## src/rtl/tim_pkg.sv

```systemverilog
package tim_pkg;
  localparam int ADDR_W = 3;
  localparam int CTRL_W = 5;

  typedef enum logic [ADDR_W-1:0] {
    A_CTRL = 3'd0, A_TRIG = 3'd1, A_IEN = 3'd2, A_STAT = 3'd3,
    A_EVG  = 3'd4, A_CNT  = 3'd5, A_PSC = 3'd6, A_ARR  = 3'd7
  } reg_addr_e;

  typedef enum logic [1:0] {
    TRG_UG = 2'd0, TRG_EN = 2'd1, TRG_UPD = 2'd2
  } trg_sel_e;

  typedef struct packed {
    logic dbg_stop;
    logic preload;
    logic quiet;
    logic opm;
    logic en;
  } ctrl_t;
endpackage

```

## src/rtl/tim_presc.sv

```systemverilog
module tim_presc #(
  parameter int W = 16
) (
  input  logic         clk_i,
  input  logic         rst_ni,
  input  logic         run_i,
  input  logic         clr_i,
  input  logic         load_i,
  input  logic [W-1:0] psc_i,
  output logic         tick_o
);
  logic [W-1:0] pcnt_q, psc_act_q;

  assign tick_o = run_i & ~clr_i & (pcnt_q == psc_act_q);

  always_ff @(posedge clk_i or negedge rst_ni) begin
    if (!rst_ni) begin
      pcnt_q    <= '0;
      psc_act_q <= '0;
    end else begin
      if (clr_i)       pcnt_q <= '0;
      else if (run_i)  pcnt_q <= tick_o ? '0 : pcnt_q + W'(1);
      if (load_i)      psc_act_q <= psc_i;
    end
  end

  // shadow only changes on updates, which also return the counter to zero
  a_r2_pcnt_bound: assert property (@(posedge clk_i) disable iff (!rst_ni)
    pcnt_q <= psc_act_q);
endmodule

```

## src/rtl/tim_cnt.sv

```systemverilog
module tim_cnt #(
  parameter int W = 16
) (
  input  logic         clk_i,
  input  logic         rst_ni,
  input  logic         tick_i,
  input  logic         ug_i,
  input  logic         wr_i,
  input  logic [W-1:0] wdata_i,
  input  logic [W-1:0] arr_i,
  output logic [W-1:0] cnt_o,
  output logic         ovf_o
);
  logic [W-1:0] cnt_q;

  // >= so that a limit lowered below the count still wraps
  assign ovf_o = tick_i & ~ug_i & ~wr_i & (cnt_q >= arr_i);
  assign cnt_o = cnt_q;

  always_ff @(posedge clk_i or negedge rst_ni) begin
    if (!rst_ni)     cnt_q <= '0;
    else if (ug_i)   cnt_q <= '0;
    else if (wr_i)   cnt_q <= wdata_i;
    else if (ovf_o)  cnt_q <= '0;
    else if (tick_i) cnt_q <= cnt_q + W'(1);
  end

  a_r4_ug_zero: assert property (@(posedge clk_i) disable iff (!rst_ni)
    ug_i |=> (cnt_q == '0));
endmodule

```

## src/rtl/tim_regs.sv

```systemverilog
module tim_regs
  import tim_pkg::*;
#(
  parameter int W = 16
) (
  input  logic              clk_i,
  input  logic              rst_ni,
  input  logic              req_i,
  input  logic              we_i,
  input  logic [ADDR_W-1:0] addr_i,
  input  logic [W-1:0]      wdata_i,
  output logic [W-1:0]      rdata_o,
  input  logic [W-1:0]      cnt_i,
  input  logic              ovf_i,
  output ctrl_t             ctrl_o,
  output logic [1:0]        trg_sel_o,
  output logic              uie_o,
  output logic              uif_o,
  output logic              ug_o,
  output logic              cnt_wr_o,
  output logic [W-1:0]      psc_pend_o,
  output logic [W-1:0]      arr_eff_o
);
  ctrl_t        ctrl_q;
  logic [1:0]   trg_q;
  logic         uie_q, uif_q;
  logic [W-1:0] psc_q, arr_q, arr_shd_q;
  logic         wr, upd, stat_clr;

  assign wr       = req_i & we_i;
  assign ug_o     = wr & (addr_i == A_EVG) & wdata_i[0];
  assign cnt_wr_o = wr & (addr_i == A_CNT);
  assign stat_clr = wr & (addr_i == A_STAT) & ~wdata_i[0];
  assign upd      = ug_o | ovf_i;

  always_ff @(posedge clk_i or negedge rst_ni) begin
    if (!rst_ni) begin
      ctrl_q    <= '0;
      trg_q     <= '0;
      uie_q     <= 1'b0;
      uif_q     <= 1'b0;
      psc_q     <= '0;
      arr_q     <= '0;
      arr_shd_q <= '0;
    end else begin
      if (wr && addr_i == A_CTRL)  ctrl_q <= ctrl_t'(wdata_i[CTRL_W-1:0]);
      else if (ovf_i && ctrl_q.opm) ctrl_q.en <= 1'b0;
      if (wr && addr_i == A_TRIG)  trg_q <= wdata_i[1:0];
      if (wr && addr_i == A_IEN)   uie_q <= wdata_i[0];
      if (wr && addr_i == A_PSC)   psc_q <= wdata_i;
      if (wr && addr_i == A_ARR)   arr_q <= wdata_i;
      if (upd)                     arr_shd_q <= arr_q;
      // setting beats a simultaneous clear
      uif_q <= (uif_q & ~stat_clr) | ovf_i | (ug_o & ~ctrl_q.quiet);
    end
  end

  assign ctrl_o     = ctrl_q;
  assign trg_sel_o  = trg_q;
  assign uie_o      = uie_q;
  assign uif_o      = uif_q;
  assign psc_pend_o = psc_q;
  assign arr_eff_o  = ctrl_q.preload ? arr_shd_q : arr_q;

  always_comb begin
    case (addr_i)
      A_CTRL:  rdata_o = {{(W-CTRL_W){1'b0}}, ctrl_q};
      A_TRIG:  rdata_o = {{(W-2){1'b0}}, trg_q};
      A_IEN:   rdata_o = {{(W-1){1'b0}}, uie_q};
      A_STAT:  rdata_o = {{(W-1){1'b0}}, uif_q};
      A_CNT:   rdata_o = cnt_i;
      A_PSC:   rdata_o = psc_q;
      A_ARR:   rdata_o = arr_q;
      default: rdata_o = '0;
    endcase
  end

  a_r5_quiet_ug: assert property (@(posedge clk_i) disable iff (!rst_ni)
    (ug_o && ctrl_q.quiet && !uif_q) |=> !uif_q);
  a_r2_ovf_flag: assert property (@(posedge clk_i) disable iff (!rst_ni)
    ovf_i |=> uif_q);
  a_r7_opm_stop: assert property (@(posedge clk_i) disable iff (!rst_ni)
    (ovf_i && ctrl_q.opm && !(wr && addr_i == A_CTRL)) |=> !ctrl_q.en);
endmodule

```

## src/rtl/tim_basic.sv

```systemverilog
module tim_basic
  import tim_pkg::*;
#(
  parameter int W = 16
) (
  input  logic              clk_i,
  input  logic              rst_ni,
  input  logic              req_i,
  input  logic              we_i,
  input  logic [ADDR_W-1:0] addr_i,
  input  logic [W-1:0]      wdata_i,
  output logic [W-1:0]      rdata_o,
  input  logic              dbg_halt_i,
  output logic              irq_o,
  output logic              trg_o
);
  ctrl_t        ctrl;
  logic [1:0]   trg_sel;
  logic         uie, uif, ug, cnt_wr, ovf, tick, run, upd;
  logic [W-1:0] cnt, psc_pend, arr_eff;
  logic         ug_q, upd_q;

  assign run = ctrl.en & ~(ctrl.dbg_stop & dbg_halt_i);
  assign upd = ug | ovf;

  tim_regs #(.W(W)) u_regs (
    .clk_i, .rst_ni, .req_i, .we_i, .addr_i, .wdata_i, .rdata_o,
    .cnt_i(cnt), .ovf_i(ovf), .ctrl_o(ctrl), .trg_sel_o(trg_sel),
    .uie_o(uie), .uif_o(uif), .ug_o(ug), .cnt_wr_o(cnt_wr),
    .psc_pend_o(psc_pend), .arr_eff_o(arr_eff)
  );

  tim_presc #(.W(W)) u_presc (
    .clk_i, .rst_ni, .run_i(run), .clr_i(ug), .load_i(upd),
    .psc_i(psc_pend), .tick_o(tick)
  );

  tim_cnt #(.W(W)) u_cnt (
    .clk_i, .rst_ni, .tick_i(tick), .ug_i(ug), .wr_i(cnt_wr),
    .wdata_i, .arr_i(arr_eff), .cnt_o(cnt), .ovf_o(ovf)
  );

  always_ff @(posedge clk_i or negedge rst_ni) begin
    if (!rst_ni) begin
      ug_q  <= 1'b0;
      upd_q <= 1'b0;
    end else begin
      ug_q  <= ug;
      upd_q <= upd;
    end
  end

  always_comb begin
    case (trg_sel)
      TRG_EN:  trg_o = ctrl.en;
      TRG_UPD: trg_o = upd_q;
      default: trg_o = ug_q;
    endcase
  end

  assign irq_o = uif & uie;

  a_r11_freeze: assert property (@(posedge clk_i) disable iff (!rst_ni)
    (ctrl.dbg_stop && dbg_halt_i && !ug && !cnt_wr) |=> $stable(cnt));
endmodule

```

## config.mk

```make
export PLATFORM = sky130hd
export DESIGN_NAME = tim_basic
export DESIGN_NICKNAME = d
export VERILOG_FILES = /design/src/rtl/tim_pkg.sv /design/src/rtl/tim_presc.sv /design/src/rtl/tim_cnt.sv /design/src/rtl/tim_regs.sv /design/src/rtl/tim_basic.sv
export SDC_FILE = /design/constraint.sdc
export NUM_CORES = 1
export LEC_CHECK = 0
export CORE_AREA = 2 2 113 104
export CTS_CLUSTER_SIZE = 12
export DETAILED_ROUTE_END_ITERATION = 10
export DIE_AREA = 0 0 115 106
export DONT_BUFFER_PORTS = 1
export GPL_TIMING_DRIVEN = 0
export PLACE_DENSITY_LB_ADDON = 0.2
export SLEW_MARGIN = 20
export SYNTH_ARGS = -nofsm -noshare
export SYNTH_HDL_FRONTEND = slang
export SYNTH_SLANG_ARGS = --single-unit
```

## constraint.sdc

```tcl
create_clock -name clk_i -period 3.1 [get_ports clk_i]
set_input_delay 0.31 -clock clk_i [delete_from_list [all_inputs] [get_ports clk_i]]
set_output_delay 0.31 -clock clk_i [all_outputs]
set_load 0.01 [all_outputs]
```

# Word-level counts from Yosys, hierarchy flattened
# Cells that the tools add are included.
# Widths: inputs -> output; s select.
# op_classes
addsub,2
multipliers,0
div_mod_pow,0
magnitude_cmp,1
eq_ne,10
n_shift,0
muxes,12
bitwise_logic,25
reduce_logical,10
# ops
operator,count
$mux 16,8
$pmux 16 s7,1
$add 16x1->16 const B,2
$and 1x1->1,16
$eq 16x16->1,1
$ge 16x16->1,1
$eq 3x3->1 const B,4
$eq 3x2->1 const B,2
$logic_and 1x1->1,6
$not 1->1,6
$reduce_bool 2->1,2
$reduce_bool 4->1,1
$eq 3x1->1 const B,1
$logic_not 3->1,1
$or 1x1->1,3
$eq 2x1->1 const B,1
$eq 2x2->1 const B,1
$mux 1,2
$pmux 1 s2,1
# totals
register_bits,107
latchBits,0
ram_bits,0
rom_bits,0
out_inout_bits,18
word_cells,76
mem_count,0

# Logic depth before layout (Yosys ltp)
# depth
ltp_word,12
depth_mapped,11
depth_no_buf,9

# Hierarchy
# From an unflattened synthesis, not the netlist that was laid out.
# unflattened
hier_cells,586
hier_area_um2,6402.4
# modules_own_cells
mod,n_inst,cells_per_inst,area_per_inst_um2
tim_regs,1,225,2981.6
tim_presc,1,175,1811.7
tim_cnt,1,174,1486.4
tim_basic,1,12,122.6

# Least setup slack after synthesis
# OpenSTA, ideal clock, no wires.
# synth_timing
path_type,reg-to-reg
start,register u_regs.ctrl_q (netlist bit u_regs.ctrl_o[3])
end,register u_presc.psc_act_q[10]
setup_time_ns,0.125
t_arrival_ns,3.214
required_ns,2.975
setup_slack_ns,-0.239
path_stages_with_launch,11
path_buffers,3
synth_period_minus_slack_ns,3.339
cell_sequence,dfrtp_1 -> clkbuf_1 -> clkbuf_1 -> mux2i_1 -> ha_1 -> a2111o_1 -> a32oi_2 -> a211oi_4 -> a21oi_4 -> buf_12 -> mux2_4
# synth_via
elab_chain_len,4
# synth_rtl
element,line,text
"start, declared",tim_regs.sv:24,ctrl_t ctrl_q;
"start signal, assigned",tim_regs.sv:46,if (wr && addr_i == A_CTRL) ctrl_q <= ctrl_t'(wdata_i[CTRL_W-1:0]);
$mux 16,tim_regs.sv:63,assign arr_eff_o = ctrl_q.preload ? arr_shd_q : arr_q;
$ge 16x16->1,tim_cnt.sv:17,assign ovf_o = tick_i & ~ug_i & ~wr_i & (cnt_q >= arr_i);
$and 1x1->1,tim_cnt.sv:17,
$or 1x1->1,tim_basic.sv:24,assign upd = ug | ovf;
"end signal, assigned",tim_presc.sv:23,if (load_i) psc_act_q <= psc_i;
"end, declared",tim_presc.sv:12,"logic [W-1:0] pcnt_q, psc_act_q;"
# No other way between the ends.
# A chain may end at the register's enable or synchronous reset.

# Worst setup path in the final report
# layout_timing
start,register u_regs.ctrl_q (netlist bit u_regs.ctrl_o[3])
end,register u_regs.arr_shd_q[4]
# layout_via
elab_chain_len,4
# layout_rtl
element,line,text
$mux 16,tim_regs.sv:63,
$ge 16x16->1,tim_cnt.sv:17,
$and 1x1->1,tim_cnt.sv:17,
$or 1x1->1,tim_regs.sv:34,assign upd = ug_o | ovf_i;
"end signal, assigned",tim_regs.sv:52,if (upd) arr_shd_q <= arr_q;
"end, declared",tim_regs.sv:27,"logic [W-1:0] psc_q, arr_q, arr_shd_q;"
# No other way between the ends.

==> results by group <==
Outcome
  – Outcome: complete, no violations

Floorplan
  – Die area: 12200 um^2
  – Initial Utilization: 0.559
  – Std cell rows: 37
  – IO Pins: 42
  – Die height: 106 um
  – Core Area: 11100 um^2
  – Die X: 115 um

Logic synthesis
  – Largest family of logic cells by synthesized area: multiplexers
  – Post-Syn Area: 6210 um^2
  – Ys flop type: dfrtp_1
  – Synth top area share: 0.431
  – Synth area leader: dfrtp_1
  – Synth cell types: 61
  – Most common cell in the netlist: dfrtp_1
  – Post-synth EDFFs: 0
  – Synth Area in Adders: 0.0403
  – Post-Syn Instances: 547
  – Top cells by count, synth: dfrtp_1, mux2_2, nand2_1, mux2_4, o21ai_0
  – Compound-Gate Fraction of Synth Area: 0.130
  – Synth Area in Simple Gates: 0.141
  – Syn Nets: 591
  – Post-synthesis mux area share: 0.202
  – Synthesized area per cell: 11.4 um^2
  – Yosys warning count: 0
  – Sequential share of the synthesized area: 0.431
  – FF+latch count, synth: 107
  – Dominant cells by area after synthesis: dfrtp_1, mux2_2, mux2_4
  – Post-Synth XOR/XNOR Area: 0.0296
  – Asr flop ratio synth: 1.00

Timing
  – RSZ-0062 raised after global routing: false
  – Final Cycle Share: 0.964
  – Clock period minus worst slack: 2.99 ns
  – Final TNS setup: 0 ns
  – Setup-failing EPs final: 0
  – Final slew viol count: 0
  – Final hold vios: 0
  – Clock Skew: 0.0123 ns
  – F_max: 335 MHz
  – Slew headroom: 0.429
  – Slew @ Worst Pin: 0.849 ns

Pwr
  – Peak supply drop: 0.326 mV
  – Leakage: 0.00315 uW
  – Cell Pwr Density: 755 nW/um^2

Clock tree
  – Number of clock sinks: 107
  – Reg clk slew, reported paths: 0.07 ns
  – CTS tree: done
  – Clock Latency Late Sink: 0.37 ns
  – H-tree levels: 3
  – Clk buf depth: 2
  – Num CTS Buffers: 9
  – Root buf cell: clkbuf_16

Critical path
  – Reg2reg setup slack: 0.11 ns
  – CP arrival: 3.23 ns
  – Worst setup EP type: flip-flop
  – CP Class: flip-flop to flip-flop
  – Worst R2R Path Depth: 10
  – Worst Setup Start Kind: flip-flop
  – CP required: 3.34 ns
  – RR Startpoint: u_regs.ctrl_o[3]
  – Worst R2R End: u_regs.arr_shd_q[4]
  – CP max FO: 10

Global route
  – Largest net degree at the start of global routing: 108
  – Remaining global-route overflow: 0
  – First-pass GRT wire length: 24600 um
  – Initial antenna violation count: 0
  – Number of global-route vias before repair: 4551
  – Total GRT Usage: 0.266

Cells and area
  – Fin area: 6820 um^2
  – Synth-to-Final Area Change: 9.79%
  – Antenna fix cells: 0
  – Net count, final: 607
  – Final Util: 0.614
  – Share of cells above drive strength 1: 0.239

Detailed routing
  – Post-DR vias/cell: 6.49
  – DRT iter0 DRCs: 383
  – 1st-pass router iterations: 5
  – WL/cell: 21.7 um
  – Final WL: 15300 um
  – DRT antenna net count: 0
  – Via count: 4566
  – DRC Markers: 0

Placed design
  – Port bufs: 0
  – Routability cong.: 0.937
  – Hpwl dp: 11000 um
  – Placed inst area: 6380 um^2

Min path
  – Worst Hold End: u_regs.ctrl_o[0]
  – Hold Startpoint: wdata_i[0]
  – Worst Hold Class: input pin to flip-flop
  – Hold Crit Depth: 2

Flow run
  – Maxcap violations: 0
## cell type report
type,count,area [um^2]
Clock inverter,7,100
Fill cell,884,4290
Sequential cell,107,2680
Tap cell,136,170
Clock buffer,9,225
Buffer,22,148
Multi-Input combinational cell,410,3390
Inverter,7,26.3
Timing Repair Buffer,6,80.1
## worst max-delay path, cell delays in order, from the launching register on
cell,delay (ns)
dfrtp_2,0.41
mux2_2,0.34
ha_1,0.27
nand2b_4,0.13
a2111o_1,0.45
a32oi_4,0.36
a211oi_4,0.12
a21oi_4,0.17
buf_12,0.14
buf_12,0.15
mux2_4,0.31
## how the worst max path moves through the flow
stage                startpoint               endpoint  slack (ns)  cells after the start
6_report       u_regs.ctrl_o[3]    u_regs.arr_shd_q[4]        0.11                     10
5_1_grt        u_regs.ctrl_o[3]         u_cnt.cnt_o[2]       0.006                      8
4_1_cts        u_regs.ctrl_o[3]    u_regs.arr_shd_q[4]        0.09                     11
3_5_place_dp   u_regs.ctrl_o[3]    u_regs.arr_shd_q[4]       -0.44                     11
3_3_place_gp   u_regs.ctrl_o[3]    u_regs.arr_shd_q[4]       -0.40                     11
2_1_floorplan  u_regs.ctrl_o[3]  u_presc.psc_act_q[10]        0.07                     10
## flip-flops by register name, summed over array words and instances (netlist names)
register	count
u_regs.ctrl_o	5
u_regs.arr_shd_q	16
u_cnt.cnt_o	16
u_presc.psc_act_q	16
u_presc.pcnt_q	16
u_regs.arr_q	16
u_regs.uif_o	1
u_regs.uie_o	1
u_regs.psc_pend_o	16
ug_q	1
upd_q	1
u_regs.trg_sel_o	2
## metrics by stage
step	hold slack [ns]	total power [uW]	setup slack [ns]	std cells
floorplan	0.0144	3390	0.0733	547
global placement	0.0193	3750	-0.399	683
detailed placement	0.0192	3810	-0.438	683
CTS	0.0603	5160	0.0894	704
global route	0.0633	5460	0.00568	704
finish	0.0714	5150	0.112	704
## power breakdown
group / switching (uW) / total [uW] / internal [uW] / leakage (uW)
sequential: 410 / 2200 / 1790 / 0.00137
clock: 547 / 1260 / 714 / 0.000149
combinational: 836 / 1690 / 855 / 0.00163
total: 1790 / 5150 / 3350 / 0.00315
## routing by layer
layer  share of wire  global-route usage  up-vias
li1                -                   -     2065
met1            0.43               0.355     2298
met2            0.48               0.425      171
met3           0.059              0.0684       32
met4           0.023              0.0826        0
met5               0                   0        -
## cell families (layout without fill, tap and decap cells)
kind of cell | count (synthesis) | count (layout)
simple gates | 154 | 154
compound gates | 113 | 113
flops | 107 | 107
mux | 102 | 102
buf+inv | 30 | 51
xor+xnor | 21 | 21
fa+ha+maj | 20 | 20
## cell usage in the layout (no fill, tap or decap), types with 6 or more instances in the layout
master and n:
a21o_1 12, a21oi_1 12, a22oi_1 25, and3_1 8, clkbuf_1 10, clkbuf_16 9, dfrtp_1 106, ha_1 20
mux2_2 50, mux2_4 31, mux2i_1 20, nand2_1 50, nand2b_1 10, nand3_1 8, nor2_1 16, nor2b_1 12
o21ai_0 28, o2bb2ai_1 6, xor2_1 18
## repair_timing
item / 4_1_cts / 5_1_grt
endpoints found under the hold margin: 107 / 0
buffers inserted: 4 / 0
resized for setup: 6 / 1
hold buffers: 2 / 0
pin swaps: 2 / 2
setup endpoints to repair: 51 / 33
Note: power is estimated with default switching activity, not from simulation.
